==> src/rtl/selPkg.sv <==
package selPkg;
  localparam int BYTE_W = 8;

  typedef struct packed {
    logic rxShift;    // sample SDA into receive shifter
    logic storeCtrl;  // copy received byte into control byte
    logic loadTx;     // load read-back byte into transmit shifter
    logic shiftTx;    // advance transmit shifter
    logic applySel;   // commit pending selection (STOP seen)
  } selStrobe_t;

  typedef enum logic [2:0] {
    BUS_IDLE,
    BUS_ADDR,
    BUS_ADDR_ACK,
    BUS_WR,
    BUS_WR_ACK,
    BUS_RD,
    BUS_RD_ACK,
    BUS_SKIP
  } busState_t;
endpackage

==> src/rtl/selCtrl.sv <==
module selCtrl
  import selPkg::*;
#(
  parameter int ADDR_HI_W = 4,
  parameter logic [ADDR_HI_W-1:0] ADDR_HI = 4'b1110,
  parameter int STRAP_W = 3
) (
  input  logic               clk,
  input  logic               rstN,
  input  logic               sclIn,
  input  logic               sdaIn,
  input  logic [STRAP_W-1:0] addrStrap,
  input  logic [BYTE_W-1:0]  rxByte,
  output selStrobe_t         stb,
  output logic               ackLow,
  output logic               txActive
);
  localparam int CNT_W = $clog2(BYTE_W + 1);
  localparam logic [CNT_W-1:0] FULL_CNT = CNT_W'(BYTE_W);
  localparam logic [CNT_W-1:0] LAST_TX = CNT_W'(BYTE_W - 1);

  logic sclQ, sdaQ;
  busState_t state, nState;
  logic [CNT_W-1:0] bitCnt, nCnt;

  logic sclRise, sclFall, startCond, stopCond, addrHit;

  assign sclRise   = sclIn & ~sclQ;
  assign sclFall   = ~sclIn & sclQ;
  assign startCond = sclIn & sclQ & sdaQ & ~sdaIn;
  assign stopCond  = sclIn & sclQ & ~sdaQ & sdaIn;
  assign addrHit   = (rxByte[BYTE_W-1:1] == {ADDR_HI, addrStrap});

  always_ff @(posedge clk or negedge rstN) begin
    if (!rstN) begin
      sclQ   <= 1'b1;
      sdaQ   <= 1'b1;
      state  <= BUS_IDLE;
      bitCnt <= '0;
    end else begin
      sclQ   <= sclIn;
      sdaQ   <= sdaIn;
      state  <= nState;
      bitCnt <= nCnt;
    end
  end

  always_comb begin
    stb    = '0;
    nState = state;
    nCnt   = bitCnt;
    if (stopCond) begin
      nState       = BUS_IDLE;
      nCnt         = '0;
      stb.applySel = 1'b1;
    end else if (startCond) begin
      nState = BUS_ADDR;
      nCnt   = '0;
    end else begin
      unique case (state)
        BUS_ADDR: begin
          if (sclRise) begin
            stb.rxShift = 1'b1;
            nCnt        = bitCnt + 1'b1;
          end else if (sclFall && bitCnt == FULL_CNT) begin
            nState = addrHit ? BUS_ADDR_ACK : BUS_SKIP;
          end
        end
        BUS_ADDR_ACK: begin
          if (sclFall) begin
            nCnt = '0;
            if (rxByte[0]) begin
              nState     = BUS_RD;
              stb.loadTx = 1'b1;
            end else begin
              nState = BUS_WR;
            end
          end
        end
        BUS_WR: begin
          if (sclRise) begin
            stb.rxShift = 1'b1;
            nCnt        = bitCnt + 1'b1;
          end else if (sclFall && bitCnt == FULL_CNT) begin
            nState        = BUS_WR_ACK;
            stb.storeCtrl = 1'b1;
          end
        end
        BUS_WR_ACK: begin
          if (sclFall) begin
            nState = BUS_WR;
            nCnt   = '0;
          end
        end
        BUS_RD: begin
          if (sclFall) begin
            if (bitCnt == LAST_TX) begin
              nState = BUS_RD_ACK;
            end else begin
              stb.shiftTx = 1'b1;
              nCnt        = bitCnt + 1'b1;
            end
          end
        end
        BUS_RD_ACK: begin
          if (sclRise && sdaIn) begin
            nState = BUS_SKIP;
          end else if (sclFall) begin
            nState     = BUS_RD;
            nCnt       = '0;
            stb.loadTx = 1'b1;
          end
        end
        default: ;
      endcase
    end
  end

  assign ackLow   = (state == BUS_ADDR_ACK) || (state == BUS_WR_ACK);
  assign txActive = (state == BUS_RD);
endmodule

==> src/rtl/selData.sv <==
module selData
  import selPkg::*;
#(
  parameter int NUM_CH = 2
) (
  input  logic              clk,
  input  logic              rstN,
  input  logic              sdaIn,
  input  selStrobe_t        stb,
  input  logic [NUM_CH-1:0] irqInN,
  output logic [BYTE_W-1:0] rxByte,
  output logic              txMsb,
  output logic [NUM_CH-1:0] chanEnable
);
  localparam int CH_BITS  = (NUM_CH > 1) ? $clog2(NUM_CH) : 1;
  localparam int ENA_BIT  = 2;
  localparam int KEEP_W   = 4;
  localparam int IRQ_BASE = 4;

  logic [BYTE_W-1:0]  rxReg, txReg, readByte;
  logic [KEEP_W-1:0]  ctrlReg;
  logic               actEn;
  logic [CH_BITS-1:0] actCh;

  always_ff @(posedge clk or negedge rstN) begin
    if (!rstN) begin
      rxReg   <= '0;
      txReg   <= '0;
      ctrlReg <= '0;
      actEn   <= 1'b0;
      actCh   <= '0;
    end else begin
      if (stb.rxShift)   rxReg   <= {rxReg[BYTE_W-2:0], sdaIn};
      if (stb.storeCtrl) ctrlReg <= rxReg[KEEP_W-1:0];
      if (stb.loadTx)    txReg   <= readByte;
      else if (stb.shiftTx) txReg <= {txReg[BYTE_W-2:0], 1'b0};
      if (stb.applySel) begin
        actEn <= ctrlReg[ENA_BIT];
        actCh <= ctrlReg[CH_BITS-1:0];
      end
    end
  end

  always_comb begin
    readByte = '0;
    readByte[KEEP_W-1:0] = ctrlReg;
    readByte[IRQ_BASE +: NUM_CH] = ~irqInN;
  end

  for (genvar i = 0; i < NUM_CH; i++) begin : gChan
    assign chanEnable[i] = actEn && (actCh == CH_BITS'(i));
  end

  assign rxByte = rxReg;
  assign txMsb  = txReg[BYTE_W-1];
endmodule

==> src/rtl/chanSelI2c.sv <==
module chanSelI2c
  import selPkg::*;
#(
  parameter int ADDR_HI_W = 4,
  parameter logic [ADDR_HI_W-1:0] ADDR_HI = 4'b1110,
  parameter int STRAP_W = 3,
  parameter int NUM_CH = 2
) (
  input  logic               clk,
  input  logic               rstN,
  input  logic               sclIn,
  input  logic               sdaIn,
  input  logic [STRAP_W-1:0] addrStrap,
  input  logic [NUM_CH-1:0]  irqInN,
  output logic               sdaPullLow,
  output logic [NUM_CH-1:0]  chanEnable,
  output logic               irqOutN
);
  selStrobe_t        stb;
  logic [BYTE_W-1:0] rxByte;
  logic              ackLow, txActive, txMsb;

  selCtrl #(.ADDR_HI_W(ADDR_HI_W), .ADDR_HI(ADDR_HI), .STRAP_W(STRAP_W)) ctrl_i (
    .clk(clk), .rstN(rstN), .sclIn(sclIn), .sdaIn(sdaIn),
    .addrStrap(addrStrap), .rxByte(rxByte), .stb(stb),
    .ackLow(ackLow), .txActive(txActive)
  );

  selData #(.NUM_CH(NUM_CH)) data_i (
    .clk(clk), .rstN(rstN), .sdaIn(sdaIn), .stb(stb), .irqInN(irqInN),
    .rxByte(rxByte), .txMsb(txMsb), .chanEnable(chanEnable)
  );

  assign sdaPullLow = ackLow | (txActive & ~txMsb);
  assign irqOutN    = &irqInN;
endmodule

==> config.mk <==
export PLATFORM = sky130hd
export DESIGN_NAME = chanSelI2c
export DESIGN_NICKNAME = d
export VERILOG_FILES = /design/src/rtl/selPkg.sv /design/src/rtl/selCtrl.sv /design/src/rtl/selData.sv /design/src/rtl/chanSelI2c.sv
export SDC_FILE = /design/constraint.sdc
export NUM_CORES = 1
export LEC_CHECK = 0
export BUFFER_PORTS_ARGS = -buffer_cell sky130_fd_sc_hd__clkbuf_2
export CAP_MARGIN = 0
export CORE_MARGIN = 2
export CORE_UTILIZATION = 30
export DETAILED_ROUTE_END_ITERATION = 8
export MAX_ROUTING_LAYER = met4
export SLEW_MARGIN = 40
export SYNTH_ARGS = -nofsm -noshare
export SYNTH_HDL_FRONTEND = slang
export SYNTH_HIERARCHICAL = 1
export SYNTH_SLANG_ARGS = --single-unit
==> constraint.sdc <==
create_clock -name clk -period 3.1 [get_ports clk]
set_input_delay 0 -clock clk [delete_from_list [all_inputs] [get_ports clk]]
set_output_delay 0 -clock clk [all_outputs]
set_load 0.02 [all_outputs]
==> impl_metrics.json, run 1 <==
{
  "outcome": "finished, final reports clean",
  "wl_per_cell_um": 13.1,
  "die_w_um": 80.3,
  "synth_top_family_by_area": "multiplexers",
  "buffer_ports.inserted": 12,
  "clockBufferDepth": 2,
  "fp.dieArea_sq_mm": 0.00644,
  "place.detailed.hpwl_um": 2250,
  "post_cts_repair_resize_count": 0,
  "clk-insertion-delay-late_ns": 0.29,
  "cp_max_fo": 10,
  "critical_path_class": "register to register",
  "core.rowCount": 27,
  "antenna_found_initial": 0,
  "synth.net_count": 162,
  "gp_congestion": 0.763,
  "cts_setup_buffers": 0,
  "ys_types": 47,
  "max_slew_violation_count": 0,
  "grtUsageTotal": 0.119,
  "vias": 1154,
  "top_level_ports": 13,
  "synth_xor_area_frac": 0.0294,
  "relSlewSlack": 0.528,
  "share_seq_of_total_power": 0.399,
  "intPower_mw": 1.10,
  "vias_per_cell": 4.79,
  "worstSetupStartpointType": "register",
  "largest_net_degree_at_the_start_of_global_routing": 32,
  "htreeDepth": 2,
  "grt_setup_unrepaired": "no",
  "worst_slack_at_placement_ns": 1.24,
  "max_cap_violations": 0,
  "avgSynthCellArea_sq_um": 11.6,
  "postSynth.topFlopCell": "sky130_fd_sc_hd__dfrtp_1",
  "cts_tree": "yes",
  "cts_buffers": 5,
  "grt_first_pass_wirelength_um": 5670,
  "1st_pass_router_iterations": 4,
  "reg2reg_to": "data_i/txReg[5]$_DFFE_PN0P_",
  "drt-total-wl_um": 3160,
  "worstRegToRegCells": 5,
  "syn-instance-count": 151,
  "power.clock.fraction": 0.245,
  "power.switching_mw": 0.587,
  "setup.worst_path.end_class": "register",
  "ir_worst_vdd_mv": 0.356,
  "synth_async_sr_flop_share": 1.00,
  "final_antenna_net_count": 0,
  "power.switching_fraction": 0.348,
  "hold_path.class": "input pin to async pin",
  "final.period_utilization": 0.592,
  "fmax_mhz": 545,
  "fin_setup_tns_ns": 0,
  "yosysWarnings": 6,
  "power_density_mw_per_mm2": 842,
  "share_of_post_route_cells_with_drive_strength_above_1": 0.302,
  "grt_overflow": 0,
  "cts.sinks": 31,
  "report.final.hold_viol_count": 0,
  "start_util": 0.313,
  "cts.root.buffer_cell": "sky130_fd_sc_hd__clkbuf_8",
  "die-height_um": 80.3,
  "first_global_vias": 1163,
  "fin_worst_skew_ns": 0.00854,
  "setup.worst_path.start": "ctrl_i/state[2]$_DFFE_PN0P_",
  "worstPathRequired_ns": 3.25,
  "timing.reg2reg.setup_slack_ns": 1.27,
  "holdWs_ns": 0.299,
  "setup_viol": 0,
  "netlist_area_sq_mm": 0.00175,
  "post_synth_mux_area_share": 0.173,
  "worst_setup_slack_after_layout_ns": 1.27,
  "tightest_slew_ns": 0.709,
  "share_of_synthesized_cell_area_in_and_or_nand_and_nor_gates": 0.168,
  "ys_seq_elements": 31,
  "synth.yosys.seq_area_share": 0.446,
  "data_arrival_time_of_the_worst_path_ns": 1.99,
  "area_growth_syn_to_layout_pct": 14.8,
  "timing.rr.start": "ctrl_i/state[2]$_DFFE_PN0P_",
  "core_sq_mm": 0.00557,
  "number_of_drc_violations_after_detailed_routing": 0,
  "min_period_ns": 1.83,
  "power_frac_comb": 0.356,
  "initialDrtViolationCount": 78,
  "num-nets-final": 179,
  "cts.clk_slew.worst_paths_ns": 0.07,
  "n_antenna_cell": 0,
  "synth-edff-count": 0,
  "synth_compound_area_frac": 0.120,
  "synthAdderAreaFrac": 0.0143,
  "setup.worst_path.end": "data_i/txReg[5]$_DFFE_PN0P_",
  "cellLeakagePower_nw": 0.890
}
## cells in the final DEF (no fill, tap or decap), drive strengths merged, types with 4 or more instances in the layout
master,synthesis,routed
and2,6,6
nor2,7,7
nor2b,5,5
inv,6,6
dfrtp,29,29
nand2,9,9
clkbuf,0,17
o21ai,11,11
nand3,4,4
mux2i,10,10
mux2,15,15
dlygate4sd3,0,5
nand4,4,4
## power by group through the flow
stage               Sequential (mW)  Clock (mW)  Combinational [mW]
floorplan                     0.600           0               0.569
global placement              0.679           0               0.592
detailed placement            0.677           0               0.598
CTS                           0.672       0.425               0.605
global route                  0.698       0.448               0.670
finish                        0.674       0.413               0.600
## repair_timing
action / CTS / global route
endpoints found under the hold margin: 33 / 0
hold buffers: 5 / 0
setup endpoints to repair: 0 / 0
## cells by family (layout without fill, tap and decap cells)
logic type | after synthesis | after routing
multiplexers | 25 | 25
adder cells (fa/ha/maj) | 2 | 2
XOR/XNOR | 5 | 5
flip-flops | 31 | 31
buffers and inverters | 13 | 31
AND/OR/NAND/NOR | 49 | 49
AO/OA/AOI/OAI | 26 | 26
## per-stage QoR
stage | util | instances | area (sq um) | total power, mW
finish | 0.360 | 241 | 2000 | 1.69
global route | 0.360 | 241 | 2000 | 1.82
CTS | 0.359 | 241 | 2000 | 1.70
detailed placement | 0.329 | 228 | 1830 | 1.28
global placement | 0.329 | 228 | 1830 | 1.27
floorplan | - | 151 | 1750 | 1.17
## per-layer routing
layer / share of wire / routed length (um) / vias to the layer above / global-route usage
met2: 0.45 / 1430 / 15 / 0.169
li1: - / - / 566 / -
met1: 0.49 / 1550 / 567 / 0.153
met4: 0.023 / 72 / 0 / 0.0610
met5: 0 / 0 / - / -
met3: 0.032 / 101 / 6 / 0.0348
## worst min-delay path by stage
| stage | cells after the start | start | endpoint |
|---|---|---|---|
| after floorplan | 0 | rstN | ctrl_i/bitCnt[0]$_DFFE_PN0P_ |
| after global routing | 6 | addrStrap[2] | ctrl_i/state[2]$_DFFE_PN0P_ |
| after global placement | 1 | rstN | data_i/rxByte[6]$_DFFE_PN0P_ |
| after CTS | 6 | addrStrap[2] | ctrl_i/state[2]$_DFFE_PN0P_ |
| after detailed placement | 1 | rstN | ctrl_i/bitCnt[1]$_DFFE_PN0P_ |
| final | 2 | rstN | ctrl_i/bitCnt[1]$_DFFE_PN0P_ |
## Yosys cell counts (2+ instances only)
library cell,number,area share
sky130_fd_sc_hd__mux2_4,9,0.077
sky130_fd_sc_hd__xnor2_1,2,0.010
sky130_fd_sc_hd__nor2_1,7,0.015
sky130_fd_sc_hd__buf_6,3,0.019
sky130_fd_sc_hd__ha_1,2,0.014
sky130_fd_sc_hd__inv_1,6,0.013
sky130_fd_sc_hd__xor2_1,2,0.010
sky130_fd_sc_hd__nand3_1,4,0.011
sky130_fd_sc_hd__mux2_2,6,0.039
sky130_fd_sc_hd__and3b_2,2,0.011
sky130_fd_sc_hd__nand2_1,9,0.019
sky130_fd_sc_hd__mux2i_1,10,0.057
sky130_fd_sc_hd__nor2b_1,4,0.014
sky130_fd_sc_hd__and2_1,4,0.014
sky130_fd_sc_hd__dfstp_2,2,0.030
sky130_fd_sc_hd__o21ai_0,6,0.017
sky130_fd_sc_hd__a21oi_1,2,0.0057
sky130_fd_sc_hd__nand2b_1,2,0.0072
sky130_fd_sc_hd__nand4_1,4,0.014
sky130_fd_sc_hd__buf_4,3,0.013
sky130_fd_sc_hd__dfrtp_1,29,0.42
sky130_fd_sc_hd__o21ai_1,5,0.014
sky130_fd_sc_hd__a32oi_2,2,0.019
sky130_fd_sc_hd__nand3b_1,3,0.013
## critical path: stages (launching register included)
cell	delay [ns]
sky130_fd_sc_hd__dfrtp_1	0.54
sky130_fd_sc_hd__nor2b_4	0.25
sky130_fd_sc_hd__and2_4	0.17
sky130_fd_sc_hd__and3_1	0.41
sky130_fd_sc_hd__mux2i_1	0.23
sky130_fd_sc_hd__mux2i_1	0.09
## registers in the layout (all words and copies together) (netlist names)
register and cells:
data_i/rxByte 8, data_i/txReg 8, ctrl_i/bitCnt 4, data_i/ctrlReg 4, ctrl_i/state 3, ctrl_i/sclQ 1, ctrl_i/sdaQ 1, data_i/actCh 1
data_i/actEn 1
## final cells by class
| cell class | instances | area, sq um |
|---|---|---|
| inverter | 6 | 22.5 |
| clock buffer | 6 | 82.6 |
| clock inverter | 2 | 35.0 |
| sequential | 31 | 778 |
| timing repair buffer | 17 | 110 |
| tap | 72 | 90.1 |
| multi-input combinational | 107 | 886 |
| fill | 578 | 3570 |
Power figures use the tool's default switching activity.
==> run 2, diff against run 1 <==
- clock period: 3.1 -> 1.7 ns (I/O delays scaled with it)
==> run 2 against run 1 <==
Core utilization is 2.6 points higher. Global-route usage is 0.060 points higher. Clock skew is 0.0016 ns lower. Largest cell class unchanged. Sequential power is 78% higher. Setup slack worse by 1.2 ns. Sequential cell count stayed put. Critical path depth stayed put.
==> impl_metrics.json, run 2 (same netlist as run 1, synthesis figures left out) <==
{
  "report.final.hold_viol_count": 0,
  "timing.reg2reg.setup_slack_ns": 0.05,
  "cts_buffers": 5,
  "place.detailed.hpwl_um": 2330,
  "intPower_mw": 2.16,
  "power.switching_fraction": 0.340,
  "critical_path_class": "register to register",
  "layout.cells.most_common": "sky130_fd_sc_hd__dfrtp_1",
  "share_seq_of_total_power": 0.368,
  "worstPathCellList": "and2b_4 -> nand4_1 -> nor2_1 -> buf_4 -> mux2_4",
  "grt_first_pass_wirelength_um": 5720,
  "power_frac_comb": 0.405,
  "setup.worst_path.end_class": "register",
  "cts.root.buffer_cell": "sky130_fd_sc_hd__clkbuf_8",
  "relSlewSlack": 0.551,
  "drt-total-wl_um": 3290,
  "wl_per_cell_um": 12.9,
  "hold_path.class": "input pin to async pin",
  "multiInputGateArea_sq_um": 917,
  "clockBufferDepth": 2,
  "setup_viol": 0,
  "n_antenna_cell": 0,
  "die-height_um": 80.3,
  "grt_overflow": 0,
  "clk-insertion-delay-late_ns": 0.28,
  "cts.clk_slew.worst_paths_ns": 0.07,
  "worstPathRequired_ns": 1.86,
  "area_growth_syn_to_layout_pct": 23.0,
  "number_of_drc_violations_after_detailed_routing": 0,
  "data_arrival_time_of_the_worst_path_ns": 1.82,
  "top_level_ports": 13,
  "fp.dieArea_sq_mm": 0.00644,
  "buffer_ports.inserted": 12,
  "first_global_vias": 1189,
  "cts_tree": "yes",
  "grt_setup_unrepaired": "yes",
  "tightest_slew_ns": 0.673,
  "power.switching_mw": 1.11,
  "core_sq_mm": 0.00557,
  "fin_worst_skew_ns": 0.00694,
  "power_density_mw_per_mm2": 1530,
  "worstSetupStartpointType": "register",
  "reg2reg_to": "data_i/ctrlReg[1]$_DFFE_PN0P_",
  "htreeDepth": 2,
  "timing.rr.start": "ctrl_i/sclQ$_DFF_PN1_",
  "vias_per_cell": 4.80,
  "cp_max_fo": 6,
  "core.rowCount": 27,
  "number_of_placed_instances_with_taps_included": 237,
  "ir_worst_vdd_mv": 0.935,
  "area.sequential_sq_um": 779,
  "max_slew_violation_count": 0,
  "antenna_found_initial": 0,
  "gp_congestion": 0.762,
  "fmax_mhz": 604,
  "cpPeakStageDelay_ns": 0.55,
  "die_w_um": 80.3,
  "worstRegToRegCells": 5,
  "power.clock.fraction": 0.227,
  "final.period_utilization": 0.973,
  "min_period_ns": 1.65,
  "1st_pass_router_iterations": 4,
  "final-instance-count-excl-fill": 254,
  "share_of_post_route_cells_with_drive_strength_above_1": 0.379,
  "final_antenna_net_count": 0,
  "start_util": 0.313,
  "largest_net_degree_at_the_start_of_global_routing": 32,
  "grtUsageTotal": 0.119,
  "dpl_cell_area_sq_mm": 0.00191,
  "num-nets-final": 192,
  "report.power.total_mw": 3.27,
  "layout.filler_cells": 553,
  "critical_path.slowest_cell": "sky130_fd_sc_hd__dfstp_2",
  "cellLeakagePower_nw": 0.963,
  "stdcell_area_sq_mm": 0.00215,
  "initialDrtViolationCount": 69,
  "top_library_cells_by_usage_in_the_layout_fill_and_taps_aside": "28 x sky130_fd_sc_hd__dfrtp_1, 13 x sky130_fd_sc_hd__mux2_4, 12 x sky130_fd_sc_hd__buf_4",
  "outcome": "finished, final reports clean",
  "max_cap_violations": 0,
  "cts.sinks": 31,
  "vias": 1219
}
## run 2: power by group through the flow
stage | Clock (mW) | Sequential (mW) | Combinational (mW)
2_1_floorplan | 0 | 1.09 | 1.04
3_3_place_gp | 0 | 1.20 | 1.22
3_5_place_dp | 0 | 1.21 | 1.21
4_1_cts | 0.773 | 1.20 | 1.23
5_1_grt | 0.820 | 1.24 | 1.46
6_report | 0.745 | 1.20 | 1.33
## run 2: worst max-delay path, delay by kind of cell (launching register included)
family | cells | cell delay (ns)
DFF | 1 | 0.55
buffers and inverters | 1 | 0.17
muxes | 1 | 0.30
and+or+nand+nor | 3 | 0.50
## run 2: final cells by class
type,count,area share
Tap cell,72,0.0420
Timing Repair Buffer,30,0.103
Clock buffer,6,0.0385
Inverter,6,0.0105
Sequential cell,31,0.363
Clock inverter,2,0.0163
Multi-Input combinational cell,107,0.427
## run 2: worst max path at each step
stage	from	endpoint	slack, ns
after floorplan	ctrl_i/bitCnt[0]$_DFFE_PN0P_	data_i/ctrlReg[0]$_DFFE_PN0P_	0.14
after global placement	ctrl_i/sclQ$_DFF_PN1_	data_i/ctrlReg[2]$_DFFE_PN0P_	0.04
after detailed placement	ctrl_i/sclQ$_DFF_PN1_	data_i/ctrlReg[3]$_DFFE_PN0P_	0.05
after CTS	ctrl_i/sclQ$_DFF_PN1_	data_i/ctrlReg[2]$_DFFE_PN0P_	0.03
after global routing	ctrl_i/bitCnt[0]$_DFFE_PN0P_	data_i/ctrlReg[1]$_DFFE_PN0P_	-0.04
final	ctrl_i/sclQ$_DFF_PN1_	data_i/ctrlReg[1]$_DFFE_PN0P_	0.05
## run 2: layer usage
layer / GRT usage / routed length, um
met5: - / 0
met4: 0.0610 / 84
met3: 0.0270 / 73
met2: 0.182 / 1570
met1: 0.149 / 1560
## run 2: timing repair
| item | in CTS | in global routing |
|---|---|---|
| endpoints found under the setup margin | 0 | 10 |
| gates resized for setup | 0 | 11 |
| setup buffers | 0 | 4 |
| hold buffers | 5 | 0 |
| hold endpoints to repair | 33 | 0 |
## run 2: metrics by stage
| stage | hold WS, ns | utilization | setup slack, ns | setup TNS (ns) |
|---|---|---|---|---|
| 6_report | 0.287 | 0.385 | 0.0457 | 0 |
| 5_1_grt | 0.365 | 0.385 | -0.0440 | -0.139 |
| 4_1_cts | 0.334 | 0.374 | 0.0251 | 0 |
| 3_5_place_dp | 0.113 | 0.343 | 0.0456 | 0 |
| 3_3_place_gp | 0.116 | 0.343 | 0.0426 | 0 |
| 2_1_floorplan | -0.296 | - | 0.139 | 0 |
==> run 3, diff against run 2 <==
- ABC_AREA: unset -> 1
==> run 3 against run 2 <==
Die area fell by 0.14%. Synthesized cell count grew 55%. Highest routed layer unchanged. Hold slack worse by 0.27 ns. Sequential power rose by 3%. Clock power is 25% lower. Sequential cell count unchanged. Wire length is 5.9% higher. Cell area fell by 6.4%. Count of clock-buffer cells in the layout did not move. Fmax is 12% higher. Setup slack gained 0.18 ns.
==> impl_metrics.json, run 3 <==
{
  "area_growth_syn_to_layout_pct": 15.4,
  "syn-instance-count": 234,
  "worst_slack_at_placement_ns": 0.237,
  "report.final.hold_viol_count": 0,
  "1st_pass_router_iterations": 4,
  "synthTopCellsByArea": "sky130_fd_sc_hd__dfrtp_1 42%, sky130_fd_sc_hd__nand2_1 16%, sky130_fd_sc_hd__inv_1 6.7%",
  "grt_setup_unrepaired": "no",
  "timing.rr.start": "ctrl_i/bitCnt[0]$_DFFE_PN0P_",
  "relSlewSlack": 0.733,
  "grtUsageTotal": 0.131,
  "start_util": 0.313,
  "data_arrival_time_of_the_worst_path_ns": 1.63,
  "cts_buffers": 5,
  "cts.clk_slew.worst_paths_ns": 0.07,
  "final_core_util": 0.361,
  "holdWs_ns": 0.0178,
  "cpPeakStageDelay_ns": 0.41,
  "cts.sinks": 31,
  "clockBufferDepth": 2,
  "core.rowCount": 27,
  "buffer_ports.inserted": 12,
  "hold_path.class": "input pin to register",
  "first_global_vias": 1429,
  "grt_first_pass_wirelength_um": 6410,
  "max_cap_violations": 0,
  "n_antenna_cell": 0,
  "number_of_drc_violations_after_detailed_routing": 0,
  "drt-total-wl_um": 3480,
  "initialDrtViolationCount": 96,
  "die-height_um": 80.2,
  "stdcell_area_sq_mm": 0.00201,
  "synth_most_common_cell": "sky130_fd_sc_hd__nand2_1",
  "ir_worst_vdd_mv": 0.616,
  "yosysWarnings": 6,
  "core_sq_mm": 0.00557,
  "fmax_mhz": 680,
  "cp_max_fo": 8,
  "critical_path_class": "register to register",
  "antenna_found_initial": 0,
  "postSynth.topFlopCell": "sky130_fd_sc_hd__dfrtp_1",
  "worstPathCellList": "ha_1 -> nand2_1 -> inv_1 -> nand2_1 -> nand2_1 -> nor2_1 -> buf_4 -> nor2_4 -> nand2_1 -> nand3_1",
  "largest_net_degree_at_the_start_of_global_routing": 32,
  "critical_path.slowest_cell": "sky130_fd_sc_hd__dfrtp_1",
  "synth_top_area_share": 0.416,
  "ys_seq_elements": 31,
  "worst_setup_slack_after_layout_ns": 0.228,
  "vias": 1477,
  "grt_overflow": 0,
  "worstPathRequired_ns": 1.85,
  "synth_largest_area_cell": "sky130_fd_sc_hd__dfrtp_1",
  "tightest_slew_ns": 0.400,
  "fin_setup_tns_ns": 0,
  "yosys-top-cells-count": "73 x sky130_fd_sc_hd__nand2_1, 31 x sky130_fd_sc_hd__inv_1, 29 x sky130_fd_sc_hd__dfrtp_1, 22 x sky130_fd_sc_hd__nand3_1, 18 x sky130_fd_sc_hd__nor2_1",
  "place.detailed.hpwl_um": 2560,
  "vias_per_cell": 4.50,
  "dpl_cell_area_sq_mm": 0.00189,
  "max_slew_violation_count": 0,
  "synth.yosys.seq_area_share": 0.447,
  "cts.root.buffer_cell": "sky130_fd_sc_hd__clkbuf_8",
  "share_of_post_route_cells_with_drive_strength_above_1": 0.176,
  "fin_worst_skew_ns": 0.00650,
  "synth.net_count": 245,
  "final.period_utilization": 0.866,
  "synth_async_sr_flop_share": 1.00,
  "avgSynthCellArea_sq_um": 7.45,
  "num-nets-final": 266,
  "outcome": "finished, final reports clean",
  "final_antenna_net_count": 0,
  "top_level_ports": 13,
  "post_cts_repair_resize_count": 0,
  "worstSetupStartpointType": "register",
  "layout.cells.most_common": "sky130_fd_sc_hd__nand2_1",
  "crit_buf_inv": 2,
  "cellLeakagePower_nw": 1.04,
  "cpLargestDelayFamily": "simple AND/OR/NAND/NOR gates",
  "die_w_um": 80.2,
  "ys_types": 27,
  "netlist_area_sq_mm": 0.00174,
  "power_density_mw_per_mm2": 1540,
  "setup.worst_path.end_class": "register",
  "crit_top_cell": "sky130_fd_sc_hd__nand2_1",
  "setup.worst_path.start": "ctrl_i/bitCnt[0]$_DFFE_PN0P_",
  "synth-edff-count": 0,
  "top_library_cells_by_usage_in_the_layout_fill_and_taps_aside": "73 x sky130_fd_sc_hd__nand2_1, 31 x sky130_fd_sc_hd__inv_1, 29 x sky130_fd_sc_hd__dfrtp_1",
  "gp_congestion": 0.974,
  "min_period_ns": 1.47,
  "setup_viol": 0,
  "wl_per_cell_um": 10.6,
  "hold_start": "irqInN[1]",
  "htreeDepth": 2,
  "cts_tree": "yes",
  "fp.dieArea_sq_mm": 0.00644,
  "clk-insertion-delay-late_ns": 0.28
}
[run 3: what timing repair did]
item | in CTS | in global routing
endpoints found under the hold margin | 32 | 0
hold buffers | 3 | 0
setup buffers | 0 | 0
[run 3: per-stage QoR]
stage | power, mW | instances
finish | 3.09 | 328
global route | 3.39 | 328
CTS | 3.13 | 328
detailed placement | 2.54 | 317
global placement | 2.53 | 317
floorplan | 2.24 | 234
[run 3: worst paths after layout]
path	to	slack [ns]	depth (start not counted)
setup / recovery	data_i/txReg[4]$_DFFE_PN0P_	0.23	10
max in group asynchronous	ctrl_i/sclQ$_DFF_PN1_	1.19	2
hold / removal	data_i/txReg[5]$_DFFE_PN0P_	0.02	4
setup reg to reg	data_i/txReg[4]$_DFFE_PN0P_	0.23	10
hold reg to reg	data_i/txReg[5]$_DFFE_PN0P_	0.48	2
min in group asynchronous	data_i/rxByte[7]$_DFFE_PN0P_	0.19	2
[run 3: final cells by class]
cell class              instances  area [sq um]
fillers                       585          3560
multi-input cells             163           801
flip-flops and latches         31           778
inverters                      35           134
repair buffers                 19           123
well taps                      72          90.1
clock buffers                   6          72.6
clock inverters                 2          12.5
[run 3: routing by layer]
layer	global-route usage	share of wire
met1	0.175	0.51
met5	-	0
met3	0.0281	0.036
met2	0.193	0.43
met4	0.0508	0.019
[run 3: report_power, final]
group	total [mW]	switching, mW	internal (mW)	leakage, nW
clock network	0.558	0.273	0.286	0.0412
registers	1.24	0.244	0.998	0.386
logic	1.29	0.809	0.478	0.614
[run 3: tightest hold or removal path, cell delays in order]
cell and delay, ns:
sky130_fd_sc_hd__clkbuf_2 0.10, sky130_fd_sc_hd__nand2_1 0.05, sky130_fd_sc_hd__nand2_1 0.06, sky130_fd_sc_hd__nand2_1 0.05
[run 3: cell families after synthesis]
family,synth area share
AOI/OAI and AO/OA,0.0869
xor gates and xnor gates,0.0101
adders and majority gates,0.0144
buffers and inverters,0.0940
DFF,0.447
and+or+nand+nor,0.348
